==> config.mk <==
export PLATFORM = sky130hd
export DESIGN_NAME = dtmf_steer
export DESIGN_NICKNAME = d
export VERILOG_FILES = /design/src/rtl/dtmf_steer.sv
export SDC_FILE = /design/constraint.sdc
export NUM_CORES = 1
export LEC_CHECK = 0
export BUFFER_PORTS_ARGS = -buffer_cell sky130_fd_sc_hd__buf_2
export CAP_MARGIN = 20
export CORE_MARGIN = 2
export CORE_UTILIZATION = 40
export CTS_CLUSTER_SIZE = 14
export DETAILED_ROUTE_END_ITERATION = 8
export SLEW_MARGIN = 10
export SYNTH_ARGS = -nofsm -noshare
export SYNTH_HDL_FRONTEND = slang
export SYNTH_SLANG_ARGS = --single-unit
export TNS_END_PERCENT = 20
==> constraint.sdc <==
create_clock -name clk -period 2.37 [get_ports clk]
set_input_delay 0.5925 -clock clk [delete_from_list [all_inputs] [get_ports clk]]
set_output_delay 0.5925 -clock clk [all_outputs]
set_load 0.005 [all_outputs]
==> src/rtl/dtmf_steer.sv <==
module dtmf_steer #(
  parameter int CW = 6
) (
  input  logic          clk,
  input  logic          rst_n,
  input  logic          tone_valid,
  input  logic [3:0]    tone_code,
  input  logic [CW-1:0] up_th,
  input  logic [CW-1:0] dn_th,
  input  logic          rx_ack,
  output logic          est,
  output logic          gt,
  output logic          st,
  output logic [3:0]    rx_code,
  output logic          rx_ready
);
  localparam logic [CW-1:0] CMAX = '1;

  logic [CW-1:0] cnt;
  logic          st_nxt, st_rise;

  assign est     = tone_valid;
  assign gt      = est;
  assign st_nxt  = st ? (cnt > dn_th) : (cnt >= up_th);
  assign st_rise = st_nxt & ~st;

  always_ff @(posedge clk or negedge rst_n) begin
    if (!rst_n) begin
      cnt <= '0;
      st  <= 1'b0;
    end else begin
      st <= st_nxt;
      if (gt) cnt <= (cnt == CMAX) ? cnt : cnt + 1'b1;
      else    cnt <= (cnt == '0)   ? cnt : cnt - 1'b1;
    end
  end

  always_ff @(posedge clk or negedge rst_n) begin
    if (!rst_n) begin
      rx_code  <= '0;
      rx_ready <= 1'b0;
    end else if (st_rise) begin
      rx_code  <= tone_code;
      rx_ready <= 1'b1;
    end else if (rx_ack) begin
      rx_ready <= 1'b0;
    end
  end

  p_set_above_up_r3: assert property (@(posedge clk) disable iff (!rst_n)
    $rose(st) |-> $past(cnt) >= $past(up_th));

  p_clear_below_dn_r4: assert property (@(posedge clk) disable iff (!rst_n)
    $fell(st) |-> $past(cnt) <= $past(dn_th));

  p_ready_on_rise_r5: assert property (@(posedge clk) disable iff (!rst_n)
    $rose(st) |-> rx_ready);

  p_code_hold_r6: assert property (@(posedge clk) disable iff (!rst_n)
    !$rose(st) |-> $stable(rx_code));

  p_ack_clears_r7: assert property (@(posedge clk) disable iff (!rst_n)
    ($past(rx_ack) && !$rose(st)) |-> !rx_ready);

  p_gt_est_r2: assert property (@(posedge clk) disable iff (!rst_n)
    gt == tone_valid);
endmodule

-- Yosys cells after proc, flatten, opt, wreduce, memory -nomap -nowiden
Index checks and enable logic that the tools add are counted.
- add/subtract/negate cells: 2
- reduce and logical (&&, ||, !) cells: 3
- order comparisons: 2
- multiplexer cells: 6
- bitwise operators: 2
- equality and inequality tests: 3
- operators by type and width (operator ; count):
    6-bit 2-to-1 mux ; 3
    6-bit by 1-bit adder with 6-bit output (second input constant) ; 1
    6-bit == test (second input constant) ; 1
    6-bit greater-or-equal comparator ; 1
    6-bit greater-than comparator ; 1
    6-bit zero test ; 1
    6-bit by 1-bit subtractor with 6-bit output (second input constant) ; 1
    2-bit != test (second input constant) ; 2
    1-bit 2-to-1 mux ; 3
    2-bit AND reduction ; 1
    2-bit nonzero test ; 1
    1-bit bitwise AND ; 1
    1-bit NOT ; 1
- word-level logic and storage cells: 22
- register bits: 12
- input bits: 20
- output and inout port bits: 8

-- Depth between registers and ports, before layout
Gate-level depths: netlist (run 1).
- depth in word-level cells: 4
- mapped depth: 7
- depth with buffers taken out: 7

-- Worst setup path after synthesis (run 1)
OpenSTA, ideal clock, no wires.
- kind: input-to-reg
- start: input up_th[4]
- end: register rx_code[0]
- path buffers: 0
- stages: 7
- data arrival time: 1.986 ns
- required time: 2.245 ns
- setup time: 0.125 ns
- path slack: 0.260 ns
- path through: inv_1 ha_1 a21o_1 a21oi_1 o21ai_0 o21ai_1 mux2_2
- longest elaborated chain between the ends: 3
- ends and longest elaborated chain (item ; line ; text):
    start: declaration ; 8 ; input logic [CW-1:0] up_th,
    6-bit greater-or-equal comparator ; 24 ; assign st_nxt = st ? (cnt > dn_th) : (cnt >= up_th);
    1-bit 2-to-1 mux ; 24 ;
    1-bit bitwise AND ; 25 ; assign st_rise = st_nxt & ~st;
    end signal: assignment ; 43 ; rx_code <= tone_code;
    end: declaration ; 14 ; output logic [3:0] rx_code,
No other way between the ends.
A chain may end at the register's enable or synchronous reset.

-- Worst setup path after layout (run 1)
- start: register cnt[4]
- end: register rx_code[0]
- longest elaborated chain between the ends: 3
- elaborated cells on any way between the ends: 4
- classes of those cells: order compare: 2; mux: 1; bitwise: 1
- ends and longest elaborated chain (item ; line ; text):
    start: declaration ; 19 ; logic [CW-1:0] cnt;
    start signal: assignment ; 33 ; if (gt) cnt <= (cnt == CMAX) ? cnt : cnt + 1'b1;
    start signal: assignment ; 34 ; else cnt <= (cnt == '0) ? cnt : cnt - 1'b1;
    6-bit greater-or-equal comparator or 6-bit greater-than comparator (tied branches) ; 24 ;
    1-bit 2-to-1 mux * ; 24 ;
    1-bit bitwise AND * ; 25 ;
Mark *: on every way between the ends. The rest lies on a longest branch, timed or not.

==> results of run 1 <==
==> cell usage in the layout, fill, tap and decap left out <==
| cell | count |
|---|---|
| inv_1 | 16 |
| o21ai_0 | 8 |
| mux2_2 | 4 |
| buf_4 | 3 |
| xnor2_1 | 2 |
| clkbuf_8 | 1 |
| xor2_1 | 2 |
| o21bai_1 | 1 |
| a21oi_1 | 8 |
| nand2b_1 | 1 |
| nand3_1 | 2 |
| nor2_1 | 2 |
| dfrtp_1 | 12 |
| buf_2 | 27 |
| nand4_1 | 2 |
| a211oi_1 | 2 |
| a31oi_1 | 1 |
| clkbuf_4 | 3 |
| nand2_1 | 1 |
| nor4_4 | 1 |
| a2111oi_2 | 1 |
| fa_1 | 1 |
| o21ai_1 | 1 |
| a21o_1 | 6 |
| ha_1 | 16 |
| or4_4 | 1 |
==> layout make-up <==
class,instances,share of cell area (%)
inverters,16,5.29
flip-flops and latches,12,26.4
repair buffers,30,13.9
multi-input cells,63,48.1
clock buffers,4,3.19
well taps,28,3.08
==> sequential cells by signal, summed over array words and instances (netlist names) <==
| register | flops |
|---|---|
| rx_ready | 1 |
| cnt | 6 |
| st | 1 |
| rx_code | 4 |
==> worst paths after layout <==
check                                       startpoint  depth (start not counted)                     end
worst max-delay path                cnt[4]$_DFFE_PN0P_                          7  rx_code[0]$_DFFE_PN0P_
worst min-delay path                             rst_n                          1  rx_code[3]$_DFFE_PN0P_
worst max register to register      cnt[4]$_DFFE_PN0P_                          7  rx_code[0]$_DFFE_PN0P_
worst min register to register  rx_code[2]$_DFFE_PN0P_                          1  rx_code[2]$_DFFE_PN0P_
max in group asynchronous                        rst_n                          1  rx_code[2]$_DFFE_PN0P_
min in group clk                rx_code[2]$_DFFE_PN0P_                          1  rx_code[2]$_DFFE_PN0P_
==> worst max-delay path, cell delays in order, from the launching register on <==
cell and delay (ns):
dfrtp_1 0.46, ha_1 0.32, a21o_1 0.18, a21oi_1 0.17, o21ai_0 0.10, o21ai_1 0.17
buf_4 0.16, mux2_2 0.33
==> power groups by stage <==
stage	combinational (mW)	sequential, mW	clock, mW
CTS	0.770	0.439	0.163
floorplan	0.533	0.424	0
global placement	0.745	0.441	0
finish	0.752	0.435	0.155
detailed placement	0.766	0.443	0
global route	0.874	0.460	0.172
==> cell families after synthesis <==
group | count (synthesis) | synth area share (%)
simple gates | 10 | 7.87
compound gates | 28 | 18.9
mux | 4 | 4.88
flops | 12 | 32.6
buf+inv | 18 | 8.14
xor+xnor | 4 | 3.80
fa+ha+maj | 17 | 23.9
==> layer usage <==
layer / vias to the layer above / routed length [µm] / GRT usage (%)
met5: - / 0 / 0
met4: 0 / 0 / 2.63
met3: 0 / 52 / 4.31
met2: 13 / 996 / 28.3
met1: 349 / 737 / 17.4
li1: 391 / - / -
==> metrics.csv, run 1 <==
stage,metric,value,unit
pwr,peakVddDrop,0.000736,V
floorplan,num_io_pins,28,
drt,drt_iter0_markers,3,
finish,fin_util,51.9,%
clocking,post_cts_buffers,0,
clocking,cts_max_path_buffers,2,
job,maxCapViolations,0,
floorplan,die-area,2710,µm²
logic_synthesis,synth.distinct_cells,23,
run_status,status,completed,
clocking,clk_latency,0.27,ns
finish,num-nets-final,163,
drt,num_vias,753,
placed_design,pre_cts_slack,0.107,ns
grt,grt_pass1_wl,3030,µm
finish,syn2layout_area_growth,23.2,%
finish,fin_area,1140,µm²
placed_design,routabilityCongestion,0.849,
sta,max_freq,0.500,GHz
logic_synthesis,synth_top_cell_by_area,dfrtp_1,
drt,firstDrtPassIters,4,
drt,antenna_left,0,
logic_synthesis,yosysWarnings,0,
finish,fillerInstances,201,
sta,rsz0062_at_grt,no,
pwr,clockPowerShare,11.5,%
drt,wl,1790,µm
pwr,seq_power_share,32.4,%
floorplan,start_util,42.1,%
floorplan,fp.dieW,52.0,µm
clocking,cts_buffers,3,
logic_synthesis,avgSynthCellArea,9.92,µm²
clocking,clkSinkCount,12,
drt,detail_route.wl_per_cell,11.7,µm
pwr,p_leak,0.622,nW
critical_path,r2r_slack,0.37,ns
finish,multi_input_area,547,µm²
finish,drive_above_1_share,32.8,%
logic_synthesis,synth_area_leaders,"dfrtp_1 (33%), ha_1 (22%), inv_1 (6.5%)",
grt,overflow,0,
sta,worstMarginPinSlew,0.366,ns
logic_synthesis,synthArstFlopShare,100,%
drt,post-route-drc-count,0,
sta,relSlewSlack,75.4,%
sta,fin_setup_tns,0,ns
logic_synthesis,ys_seq_area_share,32.6,%
grt,grtUsageTotal,15.3,%
floorplan,rows,17,
pwr,powerDensity,1180,nW/µm²
pwr,combPwrFrac,56.0,%
logic_synthesis,syn_nets,130,
sta,holdWs,0.179,ns
drt,viasPerCell,4.92,
finish,diodes,0,
critical_path,critical_path.startpoint_type,register,
logic_synthesis,syn_inst,93,
logic_synthesis,synth_top_area_share,32.6,%
finish,seq_area,300,µm²
logic_synthesis,synthFlopType,dfrtp_1,
sta,layout_setup_ws,0.368,ns
clocking,clk_pin_slew,0.07,ns
sta,setup_viol,0,
clocking,clockRootBuffer,clkbuf_4,
critical_path,worst_setup_path_end_kind,register,
logic_synthesis,synthesis.area,922,µm²
grt,grt_pass1_vias,748,
critical_path,cp.arrival,2.15,ns
logic_synthesis,synth_edf_count,0,
sta,drv_slew,0,
grt,grt_start_max_net_pins,13,
sta,min_period,2.00,ns
sta,skew,0.00945,ns
sta,post-route-period-util,84.5,%
clocking,cts_max_level,1,
floorplan,design.core.area,2190,µm²
clocking,hold_buffers,0,
critical_path,crit_type,reg -> reg,
critical_path,worstPathMaxFanout,5,
pwr,power.switching,531,µW
worst_hold_path,hold_path_class,in -> async,
placed_design,place_hpwl,1500,µm
logic_synthesis,ys_seq_elements,12,
critical_path,required,2.52,ns
clocking,cts_resized,0,
placed_design,port_buffers,27,
pwr,p_int,810,µW
floorplan,die_y,52.0,µm
placed_design,place_area,1100,µm²
placed_design,dp_cells,149,
pwr,power,1.34,mW
sta,hold_viol,0,
clocking,tritoncts,done,
finish,final_cells,153,
grt,antenna_found_initial,0,
logic_synthesis,synthTopCellsByCount,"ha_1 (16), inv_1 (16), dfrtp_1 (12), a21oi_1 (8), o21ai_0 (8)",
pwr,switching_share,39.6,%
No activity file was read; power rests on OpenSTA's default activity.
==> run 2, diff against run 1 <==
--- a/config.mk
+++ b/config.mk
@@ -11,6 +11,7 @@
 export CORE_UTILIZATION = 40
 export CTS_CLUSTER_SIZE = 14
 export DETAILED_ROUTE_END_ITERATION = 8
+export PLACE_DENSITY = 0.67
 export SLEW_MARGIN = 10
 export SYNTH_ARGS = -nofsm -noshare
 export SYNTH_HDL_FRONTEND = slang
==> constraint.sdc (replaced) <==
create_clock -name clk -period 1.8 [get_ports clk]
set_input_delay 0.45 -clock clk [delete_from_list [all_inputs] [get_ports clk]]
set_output_delay 0.45 -clock clk [all_outputs]
set_load 0.005 [all_outputs]
==> run 2 against run 1 <==
  * Largest cell class unchanged
  * Global-route usage rose by 2.6 points
  * Highest routed layer is now met4
  * Critical endpoint is now cnt[5]$_DFFE_PN0P_
  * Die area did not move
  * Utilization rose by 11 points
  * Register-to-register slack got worse by 0.34 ns
  * Setup slack got worse by 0.34 ns
  * Critical path type is now in -> reg
==> metrics.csv, run 2 (synthesis gave the netlist of run 1 again) <==
stage,metric,value,unit,change
run_status,status,completed,,
placed_design,routabilityCongestion,0.768,,-9.5%
pwr,power,2.28,mW,+70%
sta,relSlewSlack,82.0,%,+6.7 points
critical_path,worstPathMaxFanout,5,,unchanged
sta,hold_viol,0,,unchanged
drt,antenna_left,0,,unchanged
finish,syn2layout_area_growth,49.5,%,
placed_design,place_area,1250,µm²,+14%
finish,num-nets-final,181,,+11%
placed_design,port_buffers,27,,unchanged
finish,drive_above_1_share,52.4,%,+20 points
floorplan,fp.dieW,52.0,µm,unchanged
floorplan,die-area,2710,µm²,unchanged
pwr,p_leak,0.723,nW,+16%
job,maxCapViolations,0,,unchanged
placed_design,dp_cells,162,,+8.7%
critical_path,required,1.97,ns,-0.55 ns
finish,diodes,0,,unchanged
drt,firstDrtPassIters,3,,-1
sta,holdWs,0.0223,ns,-0.157 ns
sta,min_period,1.77,ns,
floorplan,die_y,52.0,µm,unchanged
grt,grt_pass1_wl,3550,µm,+17%
drt,detail_route.wl_per_cell,13.5,µm,+16%
finish,final_cells,171,,+12%
grt,grt_pass1_vias,924,,+24%
pwr,peakVddDrop,0.000980,V,+33%
grt,grt_start_max_net_pins,13,,unchanged
clocking,cts_buffers,3,,unchanged
clocking,clk_pin_slew,0.08,ns,about the same
clocking,cts_max_level,1,,unchanged
sta,fin_setup_tns,0,ns,unchanged
clocking,cts_max_path_buffers,2,,unchanged
floorplan,design.core.area,2190,µm²,unchanged
drt,viasPerCell,5.02,,+2.0%
drt,num_vias,858,,+14%
sta,worstMarginPinSlew,0.269,ns,-0.0970 ns
floorplan,num_io_pins,28,,unchanged
finish,largest_register_ffs,6,,unchanged
finish,fin_area,1380,µm²,+21%
finish,regMostFlops,cnt,,
finish,fillerInstances,191,,-5.0%
floorplan,rows,17,,unchanged
grt,grtUsageTotal,17.9,%,+2.6 points
drt,wl,2310,µm,+29%
grt,overflow,0,,unchanged
grt,antenna_found_initial,0,,unchanged
critical_path,critical_path.startpoint_type,input port,,
worst_hold_path,hold_path_class,in -> async,,
clocking,tritoncts,done,,
critical_path,crit_type,in -> reg,,
sta,drv_slew,0,,unchanged
clocking,clkSinkCount,12,,unchanged
critical_path,worst_setup_path_end_kind,register,,
sta,max_freq,0.564,GHz,
sta,skew,0.0122,ns,+0.00277 ns
finish,final_common_cell,buf_2,,
drt,drt_iter0_markers,4,,+1
critical_path,cp.arrival,1.94,ns,-0.21 ns
sta,rsz0062_at_grt,yes,,
clocking,clockRootBuffer,clkbuf_4,,
pwr,powerDensity,1650,nW/µm²,+40%
drt,post-route-drc-count,0,,unchanged
floorplan,start_util,42.1,%,unchanged
finish,final_cell_mix,"buf_2 (26), buf_4 (20), inv_1 (13), ha_1 (11), dfrtp_1 (9)",,
sta,setup_viol,0,,unchanged
sta,post-route-period-util,98.5,%,
clocking,clk_latency,0.28,ns,about the same
finish,reg.largest.list,"cnt x6, rx_code x4",,
placed_design,place_hpwl,1770,µm,+18%
==> run 2: worst paths after layout <==
| kind | startpoint | end | slack (ns) | cells past startpoint |
|---|---|---|---|---|
| hold reg to reg | rx_code[2]$_DFFE_PN0P_ | rx_code[2]$_DFFE_PN0P_ | 0.51 | 1 |
| setup reg to reg | cnt[4]$_DFFE_PN0P_ | rx_code[2]$_DFFE_PN0P_ | 0.03 | 7 |
| min in group clk | rx_ack | rx_ready$_DFFE_PN0P_ | 0.38 | 2 |
| setup / recovery | tone_valid | cnt[5]$_DFFE_PN0P_ | 0.03 | 8 |
| hold / removal | rst_n | rx_code[1]$_DFFE_PN0P_ | 0.02 | 1 |
| max in group asynchronous | rst_n | cnt[3]$_DFFE_PN0P_ | 1.54 | 1 |
==> run 2: worst max-delay path: stages <==
cell and delay, ns:
buf_8 0.08, clkinvlp_4 0.19, ha_4 0.31, a211oi_2 0.19, o21bai_1 0.14, a2111oi_2 0.37, a31oi_1 0.09, xnor2_1 0.13
==> run 2: power breakdown <==
part,total (mW),switching [mW],internal (mW)
sequential,0.561,0.137,0.425
combinational,1.50,0.635,0.867
clock,0.215,0.0917,0.123
==> run 2: timing repair <==
| item | in CTS | in global routing |
|---|---|---|
| pin swaps | 2 | 8 |
| gates resized for setup | 2 | 12 |
| hold buffers | 0 | 0 |
| setup endpoints to repair | 4 | 6 |
| setup buffers | 1 | 4 |
==> run 2: final cells by class <==
class | instances | area [µm²] | area share (%)
timing repair buffer | 48 | 307 | 22.2
tap | 28 | 35.0 | 2.54
clock buffer | 4 | 36.3 | 2.63
sequential | 12 | 304 | 22.1
multi-input combinational | 63 | 633 | 45.9
inverter | 16 | 63.8 | 4.63
==> run 2: metrics by stage <==
step	util, %	setup WS, ns
floorplan	-	-0.0383
global placement	57.1	-0.167
detailed placement	57.1	-0.204
CTS	59.4	0.0195
global route	62.9	-0.104
finish	62.9	0.0277
==> run 2: per-layer routing <==
metal  up-vias  GRT usage [%]  routed length [µm]
met5         -              0                   0
met4         0           6.58                  13
met3         2           4.31                  80
met2        14           35.0                1290
met1       416           17.8                 919
li1        426              -                   -
==> run 3, diff against run 2 <==
--- a/config.mk
+++ b/config.mk
@@ -11,7 +11,7 @@
 export CORE_UTILIZATION = 40
 export CTS_CLUSTER_SIZE = 14
 export DETAILED_ROUTE_END_ITERATION = 8
-export PLACE_DENSITY = 0.67
+export PLACE_DENSITY_LB_ADDON = 0.08
 export SLEW_MARGIN = 10
 export SYNTH_ARGS = -nofsm -noshare
 export SYNTH_HDL_FRONTEND = slang
==> constraint.sdc (replaced) <==
create_clock -name clk -period 1.55 [get_ports clk]
set_input_delay 0.3875 -clock clk [delete_from_list [all_inputs] [get_ports clk]]
set_output_delay 0.3875 -clock clk [all_outputs]
set_load 0.005 [all_outputs]
==> run 3 against run 2 <==
  * The run now ends with setup timing left
  * First-iteration DRC count increased by 25%
  * Critical path depth decreased by 1
  * Cell count increased by 1.8%
==> metrics.csv, run 3 (synthesis gave the netlist of run 1 again) <==
stage,metric,value,unit,change
worst_hold_path,hold_path_depth,2,,
finish,largest_register_ffs,6,,unchanged
drt,viasPerCell,4.92,,-2.0%
floorplan,fp.dieW,52.0,µm,unchanged
critical_path,r2r.worst_path.cells,7,,unchanged
critical_path,required,1.70,ns,-0.27 ns
worst_hold_path,whs_endpoint,rx_ready$_DFFE_PN0P_,,
sta,setup_viol,11,,+11
grt,grtUsageTotal,18.4,%,+0.53 points
clocking,clockRootBuffer,clkbuf_4,,
floorplan,start_util,42.1,%,unchanged
placed_design,pre_cts_slack,-0.450,ns,-0.247 ns
floorplan,die_y,52.0,µm,unchanged
sta,min_period,1.73,ns,
sta,max_freq,0.577,GHz,
finish,final_cell_mix,"buf_2 (27), buf_4 (22), inv_1 (14), ha_1 (11), dfrtp_1 (9)",,
clocking,clk_latency,0.26,ns,-0.02 ns
critical_path,critical_path.startpoint_type,register,,
finish,drive_above_1_share,53.4,%,+0.98 points
placed_design,port_buffers,27,,unchanged
clocking,cts_buffers,3,,unchanged
drt,num_vias,856,,-0.23%
finish,syn2layout_area_growth,52.9,%,
drt,antenna_left,0,,unchanged
clocking,cts_max_level,1,,unchanged
sta,post-route-period-util,112,%,
placed_design,dp_cells,165,,+1.9%
run_status,violations,setup timing,,
sta,fin_setup_tns,-1.49,ns,-1.49 ns
grt,grt_pass1_wl,3620,µm,+1.9%
critical_path,r2r_end,rx_code[1]$_DFFE_PN0P_,,
pwr,peakVddDrop,0.00107,V,+8.9%
finish,regMostFlops,cnt,,
worst_hold_path,min_from,rx_ack,,
sta,rsz0062_at_grt,yes,,
pwr,p_leak,0.737,nW,+1.9%
finish,diodes,0,,unchanged
floorplan,num_io_pins,28,,unchanged
sta,hold_viol,0,,unchanged
drt,detail_route.wl_per_cell,12.7,µm,-5.7%
finish,num-nets-final,184,,+1.7%
critical_path,crit_type,reg -> reg,,
grt,overflow,0,,unchanged
pwr,powerDensity,1890,nW/µm²,+15%
floorplan,die-area,2710,µm²,unchanged
clocking,tritoncts,done,,
sta,holdWs,0.321,ns,+0.298 ns
drt,wl,2210,µm,-4.1%
critical_path,worst_setup_path_end_kind,register,,
sta,relSlewSlack,82.4,%,+0.35 points
floorplan,design.core.area,2190,µm²,unchanged
placed_design,routabilityCongestion,0.808,,+5.1%
sta,layout_setup_ws,-0.182,ns,-0.210 ns
floorplan,rows,17,,unchanged
critical_path,worstPathMaxFanout,6,,+1
worst_hold_path,hold_path_class,in -> reg,,
sta,drv_slew,0,,unchanged
critical_path,r2r_slack,-0.18,ns,-0.21 ns
critical_path,cp.arrival,1.88,ns,-0.06 ns
job,maxCapViolations,0,,unchanged
grt,grt_pass1_vias,818,,-11%
grt,grt_start_max_net_pins,13,,unchanged
drt,drt_iter0_markers,5,,+1
run_status,status,"finished, violations left",,
finish,final_cells,174,,+1.8%
pwr,power,2.67,mW,+17%
sta,worstMarginPinSlew,0.264,ns,-0.00518 ns
clocking,clkSinkCount,12,,unchanged
finish,final_common_cell,buf_2,,
critical_path,rr_startpoint,cnt[4]$_DFFE_PN0P_,,
clocking,clk_pin_slew,0.07,ns,about the same
drt,post-route-drc-count,0,,unchanged
drt,firstDrtPassIters,4,,+1
sta,skew,0.00185,ns,-0.0104 ns
placed_design,place_hpwl,1700,µm,-4.2%
clocking,cts_max_path_buffers,2,,unchanged
grt,antenna_found_initial,0,,unchanged
finish,reg.largest.list,"cnt x6, rx_code x4",,
[run 3: cell count changes in the layout (fill, tap and decap cells not counted), sizes merged]
cell         delta
buf             +2
dlygate4sd3     +1
[run 3: cell type report]
class | instances | area [µm²]
multi-input cells | 63 | 659
well taps | 28 | 35.0
fillers | 186 | 781
clock buffers | 4 | 26.3
inverters | 16 | 63.8
flip-flops and latches | 12 | 304
repair buffers | 51 | 322
[run 3: how the worst max path moves through the flow]
| stage | from | endpoint | slack [ns] | cells past startpoint |
|---|---|---|---|---|
| floorplan | up_th[4] | rx_code[0]$_DFFE_PN0P_ | -0.25 | 7 |
| global placement | tone_valid | cnt[5]$_DFFE_PN0P_ | -0.43 | 8 |
| detailed placement | tone_valid | cnt[5]$_DFFE_PN0P_ | -0.45 | 8 |
| CTS | cnt[4]$_DFFE_PN0P_ | rx_code[1]$_DFFE_PN0P_ | -0.20 | 7 |
| global route | cnt[4]$_DFFE_PN0P_ | rx_code[1]$_DFFE_PN0P_ | -0.26 | 7 |
| finish | cnt[4]$_DFFE_PN0P_ | rx_code[1]$_DFFE_PN0P_ | -0.18 | 7 |
[run 3: per-stage QoR]
stage               utilization [%]  instance area (µm²)
floorplan                         -                  975
global placement               58.1                 1270
detailed placement             58.1                 1270
CTS                            63.9                 1400
global route                   64.4                 1410
finish                         64.4                 1410
[run 3: report_power, final]
| part | total [mW] | switching (mW) | internal, mW | leakage, nW |
|---|---|---|---|---|
| clock network | 0.192 | 0.0924 | 0.0994 | 0.0150 |
| registers | 0.656 | 0.163 | 0.493 | 0.139 |
| logic | 1.82 | 0.769 | 1.05 | 0.584 |
[run 3: worst max-delay path, stage by stage, from the launching register on]
cell	delay, ns
dfrtp_1	0.43
ha_4	0.23
a21o_1	0.16
a21oi_2	0.14
o21ai_1	0.09
o21ai_2	0.13
buf_6	0.14
mux2_4	0.30
[run 3: layer usage]
metal | global-route usage [%] | wire [µm]
met5 | 0 | 0
met4 | 1.32 | 0
met3 | 4.31 | 78
met2 | 32.9 | 1130
met1 | 23.4 | 1000
[run 3: what timing repair did]
item,in CTS,in global routing
buffers inserted,4,0
endpoints found under the setup margin,12,12
gates resized for setup,12,1
hold buffers,1,0
endpoints found under the hold margin,12,0
pin swaps,6,2
